`src/rtl/gw_xfer_pkg.sv`:
```
package gw_xfer_pkg;
    typedef enum logic [1:0] {
        ST_IDLE  = 2'd0,
        ST_FETCH = 2'd1,
        ST_RING  = 2'd2,
        ST_STORE = 2'd3
    } gw_step_e;
endpackage

```
`src/rtl/gw_req_check.sv`:
```
module gw_req_check #(
    parameter int N_CELLS = 4,
    parameter int SRC_W   = 2
) (
    input  logic [SRC_W-1:0]   src,
    input  logic [N_CELLS-1:0] dst,
    output logic [N_CELLS-1:0] eff_dst,
    output logic               ok
);
    logic [N_CELLS-1:0] src_bit;
    logic               src_in_range;

    always_comb begin
        src_bit      = '0;
        src_in_range = 1'b0;
        for (int i = 0; i < N_CELLS; i++) begin
            if (SRC_W'(i) == src) begin
                src_bit[i]   = 1'b1;
                src_in_range = 1'b1;
            end
        end
        // the source is never its own destination
        eff_dst = dst & ~src_bit;
        ok      = src_in_range && (|eff_dst);
    end
endmodule

```
`src/rtl/gw_cell_drive.sv`:
```
module gw_cell_drive #(
    parameter int N_CELLS = 4
) (
    input  logic               active,
    input  logic               ph_fetch,
    input  logic               ph_ring,
    input  logic               ph_store,
    input  logic               stall,
    input  logic [N_CELLS-1:0] src_hot,
    input  logic [N_CELLS-1:0] dst,
    input  logic [N_CELLS-1:0] cpu_sel,
    output logic [N_CELLS-1:0] gw_mode,
    output logic [N_CELLS-1:0] wr_en,
    output logic [N_CELLS-1:0] cmd_req,
    output logic [N_CELLS-1:0] cmd_mask,
    output logic [N_CELLS-1:0] wr_sel,
    output logic [N_CELLS-1:0] rd_sel
);
    logic go;
    assign go = ~stall;

    for (genvar i = 0; i < N_CELLS; i++) begin : g_cell
        logic involved;
        assign involved    = src_hot[i] | dst[i];
        assign gw_mode[i]  = active & involved & ~cpu_sel[i];
        assign cmd_req[i]  = go & ((ph_fetch & src_hot[i]) | (ph_store & dst[i]));
        assign cmd_mask[i] = go & ph_store & dst[i];
        assign rd_sel[i]   = go & ph_ring & src_hot[i];
        assign wr_sel[i]   = go & ph_ring & dst[i];
        assign wr_en[i]    = go & ph_ring & dst[i];
    end
endmodule

```
`src/rtl/gw_xfer_seq.sv`:
```
module gw_xfer_seq
    import gw_xfer_pkg::*;
#(
    parameter int N_CELLS = 4,
    parameter int SLOT_W  = 5,
    localparam int SRC_W  = (N_CELLS > 1) ? $clog2(N_CELLS) : 1
) (
    input  logic               clk,
    input  logic               rst_n,
    input  logic               req_valid,
    input  logic [SRC_W-1:0]   req_src,
    input  logic [SLOT_W-1:0]  req_slot,
    input  logic [N_CELLS-1:0] req_dst,
    input  logic [N_CELLS-1:0] cpu_sel,
    output logic               busy,
    output logic               done,
    output logic               err,
    output logic [SLOT_W-1:0]  slot_out,
    output logic [N_CELLS-1:0] gw_mode,
    output logic [N_CELLS-1:0] wr_en,
    output logic [N_CELLS-1:0] cmd_req,
    output logic [N_CELLS-1:0] cmd_mask,
    output logic [N_CELLS-1:0] wr_sel,
    output logic [N_CELLS-1:0] rd_sel
);
    localparam logic [N_CELLS-1:0] ONE_HOT0 = N_CELLS'(1);

    typedef struct packed {
        gw_step_e           step;
        logic               half;
        logic [SRC_W-1:0]   src;
        logic [SLOT_W-1:0]  slot;
        logic [N_CELLS-1:0] dst;
        logic               done;
        logic               err;
    } ctl_t;

    ctl_t c_d, c_q;

    logic [N_CELLS-1:0] eff_dst;
    logic               req_ok;
    logic [N_CELLS-1:0] src_hot;
    logic [N_CELLS-1:0] need;
    logic               stall;
    logic               ph_fetch, ph_ring, ph_store, active;

    gw_req_check #(.N_CELLS(N_CELLS), .SRC_W(SRC_W)) u_chk (
        .src     (req_src),
        .dst     (req_dst),
        .eff_dst (eff_dst),
        .ok      (req_ok)
    );

    always_comb begin
        src_hot  = ONE_HOT0 << c_q.src;
        ph_fetch = (c_q.step == ST_FETCH);
        ph_ring  = (c_q.step == ST_RING);
        ph_store = (c_q.step == ST_STORE);
        active   = (c_q.step != ST_IDLE);
        need     = ({N_CELLS{ph_fetch}} & src_hot)
                 | ({N_CELLS{ph_ring}}  & (src_hot | c_q.dst))
                 | ({N_CELLS{ph_store}} & c_q.dst);
        stall    = |(need & cpu_sel);
    end

    always_comb begin
        c_d      = c_q;
        c_d.done = 1'b0;
        c_d.err  = 1'b0;
        unique case (c_q.step)
            ST_IDLE: begin
                if (req_valid) begin
                    if (req_ok) begin
                        c_d.step = ST_FETCH;
                        c_d.half = 1'b0;
                        c_d.src  = req_src;
                        c_d.slot = req_slot;
                        c_d.dst  = eff_dst;
                    end else begin
                        c_d.err = 1'b1;
                    end
                end
            end
            ST_FETCH: begin
                if (!stall) begin
                    if (c_q.half) c_d.step = ST_RING;
                    else          c_d.half = 1'b1;
                end
            end
            ST_RING: begin
                if (!stall) c_d.step = ST_STORE;
            end
            ST_STORE: begin
                if (!stall) begin
                    c_d.step = ST_IDLE;
                    c_d.done = 1'b1;
                end
            end
            default: c_d.step = ST_IDLE;
        endcase
    end

    always_ff @(posedge clk) begin
        if (!rst_n) c_q <= '0;
        else        c_q <= c_d;
    end

    gw_cell_drive #(.N_CELLS(N_CELLS)) u_drv (
        .active   (active),
        .ph_fetch (ph_fetch),
        .ph_ring  (ph_ring),
        .ph_store (ph_store),
        .stall    (stall),
        .src_hot  (src_hot),
        .dst      (c_q.dst),
        .cpu_sel  (cpu_sel),
        .gw_mode  (gw_mode),
        .wr_en    (wr_en),
        .cmd_req  (cmd_req),
        .cmd_mask (cmd_mask),
        .wr_sel   (wr_sel),
        .rd_sel   (rd_sel)
    );

    assign busy     = active;
    assign done     = c_q.done;
    assign err      = c_q.err;
    assign slot_out = c_q.slot;


    cpu_owns_cell_chk: assert property (@(posedge clk) disable iff (!rst_n)
        ((cmd_req | cmd_mask | wr_en | wr_sel | rd_sel) & cpu_sel) == '0);


    ring_disjoint_chk: assert property (@(posedge clk) disable iff (!rst_n)
        (rd_sel & wr_sel) == '0);


    ring_single_src_chk: assert property (@(posedge clk) disable iff (!rst_n)
        $onehot0(rd_sel));


    mask_needs_cmd_chk: assert property (@(posedge clk) disable iff (!rst_n)
        (cmd_mask & ~cmd_req) == '0);


    done_pulse_chk: assert property (@(posedge clk) disable iff (!rst_n)
        done |=> !done);


    err_quiet_chk: assert property (@(posedge clk) disable iff (!rst_n)
        err |-> (!busy && !done));


    slot_hold_chk: assert property (@(posedge clk) disable iff (!rst_n)
        (busy && $past(busy)) |-> $stable(slot_out));
endmodule

```
`config.mk`:
```
export PLATFORM = sky130hd
export DESIGN_NAME = gw_xfer_seq
export DESIGN_NICKNAME = d
export VERILOG_FILES = /design/src/rtl/gw_xfer_pkg.sv /design/src/rtl/gw_req_check.sv /design/src/rtl/gw_cell_drive.sv /design/src/rtl/gw_xfer_seq.sv
export SDC_FILE = /design/constraint.sdc
export NUM_CORES = 1
export LEC_CHECK = 0
export CAP_MARGIN = 20
export CORE_UTILIZATION = 39
export CTS_BUF_LIST = sky130_fd_sc_hd__clkbuf_4
export DETAILED_ROUTE_END_ITERATION = 7
export GPL_TIMING_DRIVEN = 0
export PLACE_DENSITY = 0.89
export SYNTH_ARGS = -nofsm -noshare
export SYNTH_HDL_FRONTEND = slang
export SYNTH_SLANG_ARGS = --single-unit
```
`constraint.sdc`:
```
create_clock -name clk -period 2.2 [get_ports clk]
set_input_delay 0.33 -clock clk [delete_from_list [all_inputs] [get_ports clk]]
set_output_delay 0.33 -clock clk [all_outputs]
set_load 0.005 [all_outputs]
```
==> results of run 1 <==
-- worst paths after layout --
kind                              from                    to  slack, ns
setup / recovery  c_q[14]$_SDFFE_PN0P_           cmd_mask[3]      -0.28
hold / removal    c_q[15]$_SDFFE_PN0P_  c_q[15]$_SDFFE_PN0P_       0.52
setup reg to reg  c_q[14]$_SDFFE_PN0P_  c_q[14]$_SDFFE_PN0P_       0.13
hold reg to reg   c_q[15]$_SDFFE_PN0P_  c_q[15]$_SDFFE_PN0P_       0.52
-- sequential cells by signal (all words and copies together) (netlist names) --
signal    flops
c_q           9
slot_out      5
done          1
err           1
-- layout make-up --
class / instances / area [sq um]
Tap cell: 31 / 38.8
Timing Repair Buffer: 66 / 567
Clock buffer: 3 / 22.5
Sequential cell: 16 / 328
Inverter: 11 / 43.8
Multi-Input combinational cell: 97 / 840
Fill cell: 215 / 831
Buffer: 12 / 111
-- per-layer routing --
layer | wire length, microns | GRT usage, % | part of all wire (%) | vias up
li1 | - | - | - | 622
met1 | 1440 | 26.2 | 39 | 586
met2 | 1820 | 40.2 | 50 | 72
met3 | 302 | 6.45 | 8.3 | 18
met4 | 106 | 7.32 | 2.9 | 0
met5 | 0 | 0 | 0 | -
-- cells by family after synthesis --
group,after synthesis,share of synthesized area (%)
and+or+nand+nor,50,25.1
AOI/OAI and AO/OA,29,18.6
buffers and inverters,26,12.0
DFF,16,27.6
muxes,13,11.3
adders and majority gates,5,5.39
-- stage by stage --
stage          instance area (sq um)  power, uW  setup slack (ns)  std cells  util, %
3_3_place_gp                    1690        870            -0.697        219     60.8
4_1_cts                         1920       1220            -0.150        235     69.0
3_5_place_dp                    1690        882            -0.744        219     60.8
2_1_floorplan                   1160        685           0.00379        139        -
6_report                        1950       1270            -0.280        236     70.1
5_1_grt                         1950       1330            -0.360        236     70.1
-- cells in the mapped netlist (3+ instances only) --
library cell	count
a21oi_1	3
a32oi_1	4
and2_1	5
and3_1	7
buf_4	9
clkbuf_1	5
dfxtp_1	16
ha_1	5
inv_1	11
mux2i_1	12
nand2_1	8
nor2_1	10
nor2b_1	8
nor3_1	3
o21ai_0	8
-- timing repair --
action | CTS | global route
setup buffers | 16 | 1
resized for setup | 132 | 5
pin swaps | 20 | 1
endpoints found under the setup margin | 24 | 24
-- where the power goes --
part	switching (uW)	internal, uW	total [uW]
sequential	57.1	334	392
clock	86.5	63.5	150
combinational	339	386	725
total	483	784	1270
-- critical path, cell delays in order (launching register included) --
cell and delay, ns:
dfxtp_4 0.40, inv_4 0.04, ha_4 0.19, nor2_4 0.18
o21ai_2 0.09, a22oi_2 0.28, buf_4 0.17, and2_4 0.16
buf_6 0.10, and3_1 0.14, buf_2 0.11
==> results.cfg, run 1 <==
[yosys]
synth_top_area_share_pct = 27.6
syn-num-nets = 162
ys_warn_count = 0
synth.distinct_cells = 35
synthArstFlopShare_pct = 0
yosysSeqAreaShare_pct = 27.6
yosys.area.top_type = dfxtp_1
synth_edf_count = 0
yosys_register_bits = 16
syn_area_sq_um = 1160
synth.area.top_cells = dfxtp_1, mux2i_1, buf_4
synthFlopType = dfxtp_1
synth_area_per_cell_sq_um = 8.35
netlist_instances = 139

[global_route]
grt_pass1_wl_microns = 5780
antenna_found_initial = 0
grt-ovfl-total = 0
grt_max_degree = 11
track_usage_pct = 22.8
grt_pass1_vias = 1240

[placed_design]
io_buffers = 49
hpwlAfterDp_microns = 2130
gp_congestion = 0.854

[clocking]
cts_tree = yes
root_buffer = clkbuf_4
clk_pin_slew_ns = 0.08
cts_sinks = 16
clk_path_buf_depth = 2
insertion_delay_ns = 0.28
numCtsBuffers = 3
cts_max_level = 1
cts_hold_buf = 0

[die]
die_y_microns = 56.6
rows = 19
die_x_microns = 56.6
core-area_sq_um = 2780
start_util_pct = 41.7
die_area_sq_um = 3200
ios = 50

[worst_setup_path]
crit_required_ns = 1.87
arrival_ns = 2.15
start_kind = flop
critPathMaxFanout = 7
rr_worst_depth = 10
crit_type = flop to output port
end_kind = output port

[timing]
fmax_mhz = 403
worst_pin_slew_ns = 0.376
period_share_pct = 113
period_needed_ns = 2.48
slew_viol_final = 0
setup_ws_ns = -0.280
rsz0062_at_grt = yes
setup_viol = 20
hold_viol = 0
setup_tns_ns = -3.85
max_slew_margin_pct = 74.9
hold_ws_ns = 0.523
skew_ns = 0.00734

[route]
route.detailed.drc = 0
vias = 1298
drtAntennaViolNets = 0
wl_microns = 3660
wl_per_cell_microns = 15.5
first_pass_iters = 5
drtIter0Drc = 54
vias_per_cell = 5.50

[power]
vdd_drop_max_mv = 0.658
power_leakage_uw = 0.000863
power_density_nw_per_um2 = 650

[outcome]
violations = setup timing
status = finished with violations

[finish]
syn_to_final_growth_pct = 68.0
diodes = 0
drive_gt1_share_pct = 41.0
fin_nets = 230
final_cell_mix = clkdlybuf4s50_1, buf_4, buf_2
final_common_cell = clkdlybuf4s50_1

[run]
maxCapViolCount = 0

[worst_hold_path]
holdPathStages = 2
hold_path_class = flop to flop
(Power assumes the default switching activity.)
==> inputs of run 2 (changes only) <==
ABC_CLOCK_PERIOD_IN_PS = 2200   (was default)
RECOVER_POWER = 100   (was default)
==> run 2 against run 1 <==
Compared with the run above: the run still ends with setup timing left; clock power about the same; worst setup slack got worse by 0.0015 ns; sequential cell count unchanged; die area unchanged; hold slack about the same; final area shrank 0.96%; first-iteration DRC count shrank 3.7%; register-to-register slack about the same; largest power group unchanged.
==> results.cfg, run 2 (same netlist as run 1, synthesis figures left out) <==
[worst_setup_path]
crit_type = flop to output port
arrival_ns = 2.15
reg2reg_slack_ns = 0.13
crit_chain = inv_4 -> ha_4 -> nor2_4 -> o21ai_2 -> a22oi_2 -> buf_4 -> and2_4 -> buf_6 -> and3_1 -> buf_2
critPathMaxStageDelay_ns = 0.39
crit_required_ns = 1.87
end_kind = output port
crit_path_top_delay_cell = dfxtp_4
rr_worst_depth = 10
cp.buffers_inverters = 4
critPathMaxFanout = 7
reg2reg_to = c_q[14]$_SDFFE_PN0P_
reg2reg_from = c_q[14]$_SDFFE_PN0P_
path_delay_family = simple AND/OR/NAND/NOR gates
start_kind = flop

[route]
vias_per_cell = 5.46
wl_met2_microns = 1790
first_pass_iters = 4
wl_met3_microns = 322
wl_per_cell_microns = 15.5
drtAntennaViolNets = 0
vias = 1288
route.detailed.drc = 0
drtIter0Drc = 52
wl_microns = 3660
wl_met1_microns = 1430
maxUsedRoutingLayer = met4

[clocking]
clk_pin_slew_ns = 0.08
cts_hold_buf = 0
numCtsBuffers = 3
cts_max_level = 1
root_buffer = clkbuf_4
cts_tree = yes
insertion_delay_ns = 0.28
clk_path_buf_depth = 2
cts_sinks = 16

[die]
ios = 50
die_area_sq_um = 3200
die_y_microns = 56.6
rows = 19
die_x_microns = 56.6
start_util_pct = 41.7
core-area_sq_um = 2780

[global_route]
grt_pass1_wl_microns = 5780
grt_max_degree = 11
grt_pass1_vias = 1240
antenna_found_initial = 0
track_usage_pct = 22.8
grt-ovfl-total = 0

[finish]
syn_to_final_growth_pct = 66.4
seq_area_sq_um = 328
utilization_pct = 69.5
regMostFlops = c_q
multi_input_area_sq_um = 826
final_cell_mix = clkdlybuf4s50_1, buf_4, buf_2
instances_no_fill = 236
largest_register_ffs = 9
fin_nets = 230
diodes = 0
final_common_cell = clkdlybuf4s50_1
drive_gt1_share_pct = 40.5
nFillCells = 220

[placed_design]
dp.cells = 219
io_buffers = 49
dp_slack_ns = -0.744
gp_congestion = 0.854
hpwlAfterDp_microns = 2130

[timing]
setup_ws_ns = -0.281
worst_pin_slew_ns = 0.472
period_needed_ns = 2.48
slew_viol_final = 0
hold_viol = 0
fmax_mhz = 403
setup_viol = 31
rsz0062_at_grt = yes
period_share_pct = 113
setup_tns_ns = -4.14
skew_ns = 0.00714
max_slew_margin_pct = 68.5

[power]
power_frac_seq_pct = 31.1
vdd_drop_max_mv = 0.651
internal_power_uw = 778
p_sw_uw = 481
power_leakage_uw = 0.000844
power_frac_comb_pct = 57.0
sw_frac_of_total_pct = 38.2
power_density_nw_per_um2 = 651
pwr-share-clk_pct = 11.9

[worst_hold_path]
hold_path_class = flop to flop
hp-start = c_q[15]$_SDFFE_PN0P_
min_to = c_q[15]$_SDFFE_PN0P_
holdPathStages = 2

[outcome]
status = finished with violations
violations = setup timing

[run]
maxCapViolCount = 0
## run 2: changes by cell type in the layout (fill, tap and decap cells not counted)
cell and delta:
dlymetal6s2s_1 -2, o22ai_1 +1, clkdlybuf4s50_1 -8, o22ai_4 -1, dlygate4sd3_1 +8, clkdlybuf4s25_1 +2
## run 2: layout make-up
cell class / instances / area share (%)
Multi-Input combinational cell: 97 / 42.7
Buffer: 12 / 5.76
Inverter: 11 / 2.27
Timing Repair Buffer: 66 / 29.1
Clock buffer: 3 / 1.17
Sequential cell: 16 / 17.0
Tap cell: 31 / 2.01
## run 2: timing repair
action / CTS / global route
endpoints found under the setup margin: 24 / 24
gates resized for setup: 132 / 5
pin swaps: 20 / 1
buffers inserted: 16 / 1
## run 2: stage by stage
step | instance area (sq um) | power (uW) | hold WS, ns
floorplan | 1160 | 685 | 0.449
global placement | 1690 | 870 | 0.468
detailed placement | 1690 | 882 | 0.496
CTS | 1920 | 1220 | 0.510
global route | 1930 | 1320 | 0.545
finish | 1930 | 1260 | 0.523
## run 2: layer usage
metal  GRT usage, %  vias up
met5              0        -
met4           7.32        0
met3           6.45       18
met2           40.2       75
met1           26.2      576
li1               -      619
## run 2: tightest hold or removal path, stage by stage, from the launching register on
cell and delay (ns):
dfxtp_4 0.38, nand2_1 0.06, mux2i_1 0.05
## run 2: how the worst max path moves through the flow
stage	startpoint	to	slack, ns	cells past startpoint
finish	c_q[14]$_SDFFE_PN0P_	cmd_mask[3]	-0.28	10
global route	c_q[14]$_SDFFE_PN0P_	cmd_mask[1]	-0.36	10
CTS	c_q[14]$_SDFFE_PN0P_	wr_sel[0]	-0.15	10
detailed placement	c_q[15]$_SDFFE_PN0P_	wr_sel[0]	-0.74	10
global placement	c_q[15]$_SDFFE_PN0P_	wr_sel[2]	-0.70	10
floorplan	c_q[15]$_SDFFE_PN0P_	wr_sel[0]	0.004	9
## run 2: power by group through the flow
stage / Combinational (uW) / Clock [uW] / Sequential, uW
5_1_grt: 761 / 164 / 397
3_3_place_gp: 501 / 0 / 369
6_report: 717 / 150 / 391
3_5_place_dp: 513 / 0 / 369
2_1_floorplan: 325 / 0 / 360
4_1_cts: 677 / 153 / 388
